[src/rtl/fbs_pkg.sv]
package fbs_pkg;
  localparam int NUM_BLK     = 6;
  localparam int SMALL_CNT   = 4;
  localparam int SMALL_BYTES = 1024;
  localparam int LARGE_BYTES = 4096;
  localparam int FA_W        = 16;

  function automatic int blk_size(int i);
    return (i < SMALL_CNT) ? SMALL_BYTES : LARGE_BYTES;
  endfunction

  function automatic int blk_base(int i);
    if (i < SMALL_CNT) return i * SMALL_BYTES;
    return SMALL_CNT * SMALL_BYTES + (i - SMALL_CNT) * LARGE_BYTES;
  endfunction

  function automatic int blk_last(int i);
    return blk_base(i) + blk_size(i) - 1;
  endfunction
endpackage

[src/rtl/fbs_access_gate.sv]
module fbs_access_gate (
  input  logic clk,
  input  logic rst,
  input  logic wr_hit,
  input  logic wr_bit,
  output logic en_q
);
  always_ff @(posedge clk) begin
    if (rst)         en_q <= 1'b0;
    else if (wr_hit) en_q <= wr_bit;
  end

  // the enable bit is writable regardless of its own state
  assert_en_write_R2: assert property (@(posedge clk) disable iff (rst)
    wr_hit |=> en_q == $past(wr_bit));
endmodule

[src/rtl/fbs_select_reg.sv]
module fbs_select_reg #(
  parameter int NUM_BLK = 6,
  parameter int DATA_W  = 8
) (
  input  logic               clk,
  input  logic               rst,
  input  logic               swe,
  input  logic               wr_hit,
  input  logic [DATA_W-1:0]  wdata,
  output logic [NUM_BLK-1:0] sel_q
);
  logic [NUM_BLK-1:0] field;
  logic               multi;
  logic               unused_rsvd;

  assign field       = wdata[NUM_BLK-1:0];
  assign multi       = ($countones(field) > 1);
  assign unused_rsvd = ^wdata[DATA_W-1:NUM_BLK];

  always_ff @(posedge clk) begin
    if (rst || !swe)  sel_q <= '0;
    else if (wr_hit)  sel_q <= multi ? '0 : field;
  end

  assert_sel_onehot0_R6: assert property (@(posedge clk) disable iff (rst)
    $onehot0(sel_q));
  assert_swe_low_clear_R7: assert property (@(posedge clk) disable iff (rst)
    !swe |=> sel_q == '0);
  assert_multi_clear_R6: assert property (@(posedge clk) disable iff (rst)
    (wr_hit && swe && $countones(wdata[NUM_BLK-1:0]) > 1) |=> sel_q == '0);
  assert_hold_no_write_R4: assert property (@(posedge clk) disable iff (rst)
    (!wr_hit && swe) |=> $stable(sel_q));
endmodule

[src/rtl/fbs_region_decode.sv]
module fbs_region_decode
  import fbs_pkg::*;
#(
  parameter int NB = NUM_BLK,
  parameter int AW = FA_W
) (
  input  logic [NB-1:0] sel,
  output logic [AW-1:0] start_addr,
  output logic [AW-1:0] end_addr,
  output logic          valid
);
  logic [NB-1:0][AW-1:0] st_term;
  logic [NB-1:0][AW-1:0] en_term;

  for (genvar gi = 0; gi < NB; gi++) begin : g_blk
    assign st_term[gi] = sel[gi] ? AW'(blk_base(gi)) : '0;
    assign en_term[gi] = sel[gi] ? AW'(blk_last(gi)) : '0;
  end

  always_comb begin
    start_addr = '0;
    end_addr   = '0;
    for (int i = 0; i < NB; i++) begin
      start_addr = start_addr | st_term[i];
      end_addr   = end_addr   | en_term[i];
    end
    valid = $onehot(sel);
  end
endmodule

[src/rtl/fbs_regs.sv]
module fbs_regs
  import fbs_pkg::*;
#(
  parameter int ADDR_W  = 2,
  parameter int DATA_W  = 8,
  parameter int EN_POS  = 7,
  parameter int OFS_EN  = 0,
  parameter int OFS_SEL = 1
) (
  input  logic               clk,
  input  logic               rst,
  input  logic               swe,
  input  logic [ADDR_W-1:0]  addr,
  input  logic               wr_en,
  input  logic [DATA_W-1:0]  wdata,
  input  logic               rd_en,
  output logic [DATA_W-1:0]  rdata,
  output logic               ctl_access_en,
  output logic [NUM_BLK-1:0] blk_sel,
  output logic [FA_W-1:0]    blk_start,
  output logic [FA_W-1:0]    blk_end,
  output logic               blk_valid
);
  localparam logic [ADDR_W-1:0] A_EN  = ADDR_W'(OFS_EN);
  localparam logic [ADDR_W-1:0] A_SEL = ADDR_W'(OFS_SEL);

  logic hit_en, hit_sel, en_q;
  logic [NUM_BLK-1:0] sel_q;

  assign hit_en  = wr_en && (addr == A_EN);
  assign hit_sel = wr_en && (addr == A_SEL) && en_q;

  fbs_access_gate u_gate (
    .clk(clk), .rst(rst), .wr_hit(hit_en), .wr_bit(wdata[EN_POS]), .en_q(en_q)
  );

  fbs_select_reg #(.NUM_BLK(NUM_BLK), .DATA_W(DATA_W)) u_sel (
    .clk(clk), .rst(rst), .swe(swe), .wr_hit(hit_sel), .wdata(wdata), .sel_q(sel_q)
  );

  fbs_region_decode u_dec (
    .sel(sel_q), .start_addr(blk_start), .end_addr(blk_end), .valid(blk_valid)
  );

  assign ctl_access_en = en_q;
  assign blk_sel       = sel_q;

  always_ff @(posedge clk) begin
    if (rst || !rd_en) begin
      rdata <= '0;
    end else begin
      rdata <= '0;
      if (addr == A_EN)             rdata[EN_POS]        <= en_q;
      else if (addr == A_SEL && en_q) rdata[NUM_BLK-1:0] <= sel_q;
    end
  end

  assert_gate_read_R3: assert property (@(posedge clk) disable iff (rst)
    (rd_en && addr == A_SEL && !en_q) |=> rdata == '0);
  assert_gate_write_R3: assert property (@(posedge clk) disable iff (rst)
    (wr_en && addr == A_SEL && !en_q && swe) |=> $stable(blk_sel));
  assert_idle_read_R10: assert property (@(posedge clk) disable iff (rst)
    !rd_en |=> rdata == '0);
  assert_span_order_R8: assert property (@(posedge clk) disable iff (rst)
    blk_valid |-> blk_end > blk_start);
  assert_valid_flag_R9: assert property (@(posedge clk) disable iff (rst)
    blk_valid == (blk_sel != '0));
endmodule

[config.mk]
export PLATFORM = sky130hd
export DESIGN_NAME = fbs_regs
export DESIGN_NICKNAME = d
export VERILOG_FILES = /design/src/rtl/fbs_pkg.sv /design/src/rtl/fbs_access_gate.sv /design/src/rtl/fbs_select_reg.sv /design/src/rtl/fbs_region_decode.sv /design/src/rtl/fbs_regs.sv
export SDC_FILE = /design/constraint.sdc
export NUM_CORES = 1
export LEC_CHECK = 0
export BUFFER_PORTS_ARGS = -buffer_cell sky130_fd_sc_hd__buf_2
export CELL_PAD_IN_SITES_DETAIL_PLACEMENT = 1
export CELL_PAD_IN_SITES_GLOBAL_PLACEMENT = 1
export CORE_MARGIN = 2
export CORE_UTILIZATION = 29
export DETAILED_ROUTE_END_ITERATION = 16
export GPL_TIMING_DRIVEN = 0
export PLACE_DENSITY = 0.85
export SKIP_LAST_GASP = 1
export SYNTH_ARGS = -nofsm -noshare
export SYNTH_HDL_FRONTEND = slang
export SYNTH_SLANG_ARGS = --single-unit
[constraint.sdc]
create_clock -name clk -period 3.4 [get_ports clk]
set_input_delay 0.34 -clock clk [delete_from_list [all_inputs] [get_ports clk]]
set_output_delay 0.34 -clock clk [all_outputs]
set_load 0.02 [all_outputs]
# == Yosys cells after proc, flatten, opt, wreduce, memory -nomap -nowiden ==
# Cells that the tools add are included.
# word_totals
out_inout_bits,48
inputBits,15
register_bits,15
wordCells,52
# op_classes
bitwise,11
n_mux,12
add_sub_neg,10
eq_ne,2
order_cmp,1
n_reduce_logical,11
# op_table
op,n
$or A16 B16 Y16,9
$add A32 B32 Y32,2
$mux W12,4
$gt A32 B2 Y1 const B,1
$mux W14,2
$mux W13,2
$mux W11,2
$add A1 B1 Y2,6
$mux W10,1
$mux W6,1
$logic_and A1 B1 Y1,4
$add A2 B2 Y3,1
$add A3 B2 Y3,1
$eq A3 B1 Y1 const B,1
$reduce_or A3 Y1,1
$eq A2 B1 Y1 const B,1
$logic_not A1 Y1,2
$logic_not A2 Y1,1
$logic_or A1 B1 Y1,2
$not A1 Y1,2
$reduce_or A2 Y1,1

# == Longest topological paths before layout ==
# Gate-level depths: netlist (run 1).
# logic_depth
word_depth,6
ltp_mapped,8
mapped_depth_nobuf,8

# == Cells and area by module ==
# Synthesis (run 1) repeated with hierarchy kept, for this count alone.
# hier_totals
cells_unflattened,100
hier_area_um2,1002.2
# by_module_without_submodules
module,seq_area_each_um2,instances,cells_each,area_per_inst_um2
fbs_region_decode,0.0,1,48,385.4
fbs_select_reg,120.1,1,23,309.0
fbs_regs,140.1,1,26,274.0
fbs_access_gate,20.0,1,3,33.8

# == Least setup slack after synthesis (run 1) ==
# OpenSTA, ideal clock, no wires.
# synth_path
path_kind,register to output
start,register u_sel.sel_q[1]
end,output blk_valid
t_arrival_ns,2.355
t_required_ns,3.060
path_buffers,0
path_stages_with_launch,9
setup_slack_ns,0.705
cell_sequence,dfxtp_1 > fa_1 > inv_1 > fa_1 > inv_1 > ha_1 > inv_1 > fa_1 > and3_1
# synth_between
elab_chain_len,4
# synth_lines
element,line,text
from (decl),fbs_select_reg.sv:10,output logic [NUM_BLK-1:0] sel_q
from (signal assigned),fbs_select_reg.sv:22,else if (wr_hit) sel_q <= multi ? '0 : field;
$add A1 B1 Y2 (not written as such),fbs_region_decode.sv:27,valid = $onehot(sel);
$add A2 B2 Y3 (not written as such),fbs_region_decode.sv:27,
$add A3 B2 Y3 (not written as such),fbs_region_decode.sv:27,
$eq A3 B1 Y1,fbs_region_decode.sv:27,
to (decl),fbs_regs.sv:22,output logic blk_valid
# No other way between the ends.

# == Final worst setup path (run 1) ==
# layout_path
start,register u_sel.sel_q[0]
end,output blk_valid
# Same word-level chain as after synthesis.

==> flow_summary_export.csv, run 1 <==
group,metric,value,unit
clock_tree,clock_path_buffers,2,
yosys,synth.avg_cell_area,9.26,um2
global_routing,grt_pass1_vias,684,
die,die_width,61.9,um
setup_path,worstPathRequired,3.06,ns
setup_path,critPathKind,"flip-flop to output port",
setup_path,crit_arrival,2.69,ns
yosys,yosysWarnings,0,
die,die_h,61.9,um
setup_path,endpoint,"blk_valid",
timing,fin_ws,0.366,ns
global_routing,grtUsageMet1,0.131,
layout,drive_above_1_share,0.512,
clock_tree,clkTransAtPathRegs,0.07,ns
timing,whs,0.251,ns
timing,rsz0062_at_grt,"false",
layout,mostFrequentLayoutCell,"buf_2",
routing,routed_wl,2100,um
setup_path,start_kind,"flip-flop",
power,leakage,0.000782,uW
global_routing,busiest_layer,"met2",
yosys,netlist_area,972,um2
power,p_total,321,uW
timing,setup_viol,0,
yosys,yosysSeqAreaShare,0.288,
run_status,status,"finished, final reports clean",
power,peakVddDrop,0.0000760,V
routing,drt_iter0_drc,15,
clock_tree,insertion_delay,0.27,ns
timing,fin_tns_setup,0,ns
layout,final_nets,197,
global_routing,grt_util_met2,0.191,
layout,multiInputGateArea,489,um2
clock_tree,cts_sinks,14,
worst_hold_path,hold_class,"primary input to flip-flop",
setup_path,r2r_start,"u_gate.en_q",
die,num_rows,21,
layout,fill_cells,406,
yosys,synth-edff-count,0,
layout,final_cell_mix,"46 x buf_2, 29 x buf_4, 15 x conb_1",
die,ios,63,
clock_tree,cts-root-buf,"clkbuf_4",
clock_tree,cts_resized,0,
global_routing,grt_usage,0.110,
yosys,synthArstFlopShare,0,
run,max_cap_viol_count,0,
global_routing,overflow,0,
timing,clock_skew,0.000749,ns
global_routing,grt_max_degree,11,
clock_tree,cts_setup_buffers,0,
timing,fin_crit,3.03,ns
yosys,synth_cells,105,
global_routing,grt_pass1_wl,3130,um
setup_path,r2r_cells,4,
routing,ant_nets,0,
setup_path,r2r_setup_slack,2.35,ns
clock_tree,cts_hold_buf,0,
layout,antennaDiodeCount,0,
setup_path,r2r_end,"u_sel.sel_q[0]",
clock_tree,cts_buffers,3,
die,dieArea,3830,um2
clock_tree,htreeDepth,1,
global_routing,grt_util_met3,0.0435,
die,core-area,3280,um2
placed_design,gp_congestion,0.701,
yosys,synth.distinct_cells,22,
routing,via_per_inst,3.92,
layout,seqCellArea,280,um2
layout,area_delta_synth_final,37.3,%
setup_path,cp_max_fo,5,
timing,timing.final.crit_share,0.892,
die,initial_core_util,0.296,
timing,fmax,330,MHz
placed_design,post-dp-hpwl,1880,um
power,p_per_area,240,nW/um2
timing,drv_slew,0,
timing,hold_violations,0,
routing,wl_per_cell,9.80,um
setup_path,end_kind,"output port",
placed_design,dpl_worst_slack,0.648,ns
yosys,synth_ff_type,"dfxtp_1",
routing,dr.pass1.iters,4,
setup_path,critPathLaunch,"u_sel.sel_q[0]",
routing,via_count,838,
clock_tree,cts_tree,"built",
global_routing,antenna_found_initial,0,
worst_hold_path,hold_path_depth,2,
routing,remaining_drc_errors,0,
yosys,synth-seq-cells,14,
placed_design,port_buffers,46,
flip-flops by register name, indices dropped and copies added (netlist names):
name         count
u_gate.en_q      1
u_sel.sel_q      6
rdata            7
synth_stat cells, types with 2 or more instances:
library cell | number | area [um2]
or3_1 | 2 | 12.5
nand4b_1 | 2 | 17.5
dfxtp_1 | 14 | 280
nand3_1 | 6 | 30.0
ha_1 | 7 | 87.6
a21oi_1 | 6 | 30.0
and3_2 | 6 | 45.0
nand2_1 | 6 | 22.5
buf_4 | 29 | 218
fa_1 | 5 | 100
inv_1 | 10 | 37.5
or2_1 | 2 | 12.5
where the power goes:
part	total, uW	internal [uW]	switching, uW	leakage [uW]
combinational	70.5	32.4	38.2	0.000655
clock	85.2	41.0	44.2	0.0000138
sequential	165	164	0.556	0.000113
worst min-delay path by stage:
stage | startpoint | endpoint | slack (ns)
2_1_floorplan | rst | u_gate.en_q | 0.41
3_3_place_gp | u_sel.sel_q[0] | u_sel.sel_q[0] | 0.51
3_5_place_dp | rst | u_gate.en_q | 0.54
4_1_cts | rst | u_gate.en_q | 0.24
5_1_grt | rst | u_gate.en_q | 0.23
6_report | rst | u_gate.en_q | 0.25
metal layers:
metal  wire (um)  vias up  part of all wire
li1            -      427                 -
met1         894      364              0.43
met2         963       47              0.46
met3         239        0              0.11
met4           0        0                 0
met5           0        -                 0
kinds of logic after synthesis:
logic type	Yosys count	share of synthesized area
mux	1	0.0103
other cells	1	0.00386
fa+ha+maj	12	0.193
simple gates	32	0.211
compound gates	6	0.0309
flops	14	0.288
buf+inv	39	0.263
critical path: stages (launching register included):
cell and delay, ns:
dfxtp_1 0.36, fa_1 0.54, inv_1 0.05, fa_1 0.49, inv_1 0.05, ha_1 0.17, inv_1 0.06, fa_1 0.39
and3_1 0.17, buf_2 0.15
through the flow:
step	util	instance area [um2]	std cells
5_1_grt	0.406	1340	214
3_3_place_gp	0.400	1310	211
2_1_floorplan	-	1020	119
4_1_cts	0.406	1340	214
3_5_place_dp	0.400	1310	211
6_report	0.406	1340	214
layout make-up:
type	instances	share of cell area
Buffer	29	0.163
Clock buffer	3	0.0169
Inverter	10	0.0281
Multi-Input combinational cell	66	0.366
Sequential cell	14	0.210
Tap cell	46	0.0431
Timing Repair Buffer	46	0.172
No activity file was read; power rests on OpenSTA's default activity.
==> run 2: changes to the inputs <==
--- a/config.mk
+++ b/config.mk
@@ -12,8 +12,9 @@
 export CORE_UTILIZATION = 29
 export DETAILED_ROUTE_END_ITERATION = 16
 export GPL_TIMING_DRIVEN = 0
-export PLACE_DENSITY = 0.85
+export PLACE_DENSITY_LB_ADDON = 0.1
 export SKIP_LAST_GASP = 1
+export SLEW_MARGIN = 10
 export SYNTH_ARGS = -nofsm -noshare
 export SYNTH_HDL_FRONTEND = slang
 export SYNTH_SLANG_ARGS = --single-unit
==> flow_summary_export.csv, run 2 (synthesis gave the netlist of run 1 again) <==
group,metric,value,unit
die,ios,63,
layout,largest_reg_flops,7,
placed_design,gp_congestion,0.715,
timing,hold_violations,0,
layout,final_cell_mix,"46 x buf_2, 29 x buf_4, 15 x conb_1",
clock_tree,clock_path_buffers,2,
global_routing,grt_pass1_wl,3290,um
layout,antennaDiodeCount,0,
setup_path,r2r_end,"u_sel.sel_q[5]",
routing,via_per_inst,3.89,
routing,remaining_drc_errors,0,
power,peakVddDrop,0.000122,V
global_routing,overflow,0,
clock_tree,htreeDepth,1,
clock_tree,cts-root-buf,"clkbuf_4",
worst_hold_path,worstHoldStart,"rst",
layout,fin_area,1340,um2
die,initial_core_util,0.296,
clock_tree,insertion_delay,0.26,ns
die,die_h,61.9,um
die,num_rows,21,
setup_path,end_kind,"output port",
clock_tree,clkTransAtPathRegs,0.07,ns
setup_path,critPathKind,"flip-flop to output port",
timing,timing.final.crit_share,0.895,
layout,top_regs,"rdata (7), u_sel.sel_q (6), u_gate.en_q (1)",
placed_design,post-dp-hpwl,1790,um
placed_design,port_buffers,46,
worst_hold_path,hold_end,"u_gate.en_q",
global_routing,grt_usage,0.117,
run,max_cap_viol_count,0,
layout,mostFrequentLayoutCell,"buf_2",
layout,final_nets,197,
setup_path,r2r_cells,4,
clock_tree,cts_buffers,3,
global_routing,grt_max_degree,11,
routing,dr.pass1.iters,6,
timing,setup_viol,0,
worst_hold_path,hold_class,"primary input to flip-flop",
timing,fin_tns_setup,0,ns
setup_path,r2r_setup_slack,2.36,ns
power,leakage,0.000782,uW
setup_path,worstPathRequired,3.06,ns
setup_path,r2r_start,"u_gate.en_q",
clock_tree,cts_sinks,14,
power,p_per_area,240,nW/um2
routing,ant_nets,0,
placed_design,place_area,1310,um2
layout,regMostFlops,"rdata",
clock_tree,cts_hold_buf,0,
die,die_width,61.9,um
global_routing,antenna_found_initial,0,
routing,drt_iter0_drc,11,
die,core-area,3280,um2
timing,clock_skew,0.00117,ns
routing,via_count,832,
timing,fmax,329,MHz
setup_path,crit_arrival,2.70,ns
run_status,status,"finished, final reports clean",
clock_tree,cts_tree,"built",
setup_path,cp_max_fo,5,
clock_tree,cts_setup_buffers,0,
setup_path,start_kind,"flip-flop",
timing,drv_slew,0,
global_routing,grt_pass1_vias,738,
timing,fin_crit,3.04,ns
routing,wl_per_cell,9.88,um
power,p_total,321,uW
routing,routed_wl,2110,um
layout,area_delta_synth_final,37.3,%
die,dieArea,3830,um2
clock_tree,cts_resized,0,
layout,drive_above_1_share,0.512,
worst_hold_path,hold_path_depth,2,
timing,rsz0062_at_grt,"false",
## run 2: cell counts in the layout (fill, tap and decap cells not counted)
No cell type changed its count.
## run 2: stage by stage
stage | util | setup WS [ns] | hold WS [ns] | std cells
6_report | 0.406 | 0.357 | 0.245 | 214
3_3_place_gp | 0.400 | 0.664 | 0.510 | 211
5_1_grt | 0.406 | 0.175 | 0.259 | 214
4_1_cts | 0.406 | 0.320 | 0.236 | 214
3_5_place_dp | 0.400 | 0.638 | 0.524 | 211
2_1_floorplan | - | 0.705 | 0.412 | 119
## run 2: final cells by class
class / instances / area, um2
well taps: 46 / 57.6
multi-input cells: 66 / 489
plain buffers: 29 / 218
inverters: 10 / 37.5
repair buffers: 46 / 230
clock buffers: 3 / 22.5
flip-flops and latches: 14 / 280
fillers: 417 / 1950
## run 2: worst max-delay path by stage
stage,from,slack [ns],depth (start not counted),end
final,u_sel.sel_q[0],0.36,9,blk_valid
after global placement,u_sel.sel_q[0],0.66,9,blk_valid
after CTS,u_sel.sel_q[0],0.32,9,blk_valid
after floorplan,u_sel.sel_q[1],0.71,8,blk_valid
after global routing,u_sel.sel_q[1],0.18,9,blk_valid
after detailed placement,u_sel.sel_q[0],0.64,9,blk_valid
## run 2: where the power goes
group / switching (uW) / total [uW] / internal [uW]
logic: 38.8 / 71.3 / 32.5
registers: 0.532 / 165 / 164
clock network: 43.7 / 84.5 / 40.9
total: 83.0 / 321 / 238
## run 2: worst max-delay path, stage by stage, from the launching register on
cell     delay, ns
dfxtp_1       0.37
fa_1          0.55
inv_1         0.05
fa_1          0.48
inv_1         0.04
ha_1          0.17
inv_1         0.06
fa_1          0.40
and3_1        0.17
buf_2         0.15
## run 2: metal layers
metal,share of wire,up-vias,track usage
li1,-,428,-
met1,0.43,373,0.146
met2,0.49,29,0.189
met3,0.064,2,0.0352
met4,0.013,0,0.0456
met5,0,-,0
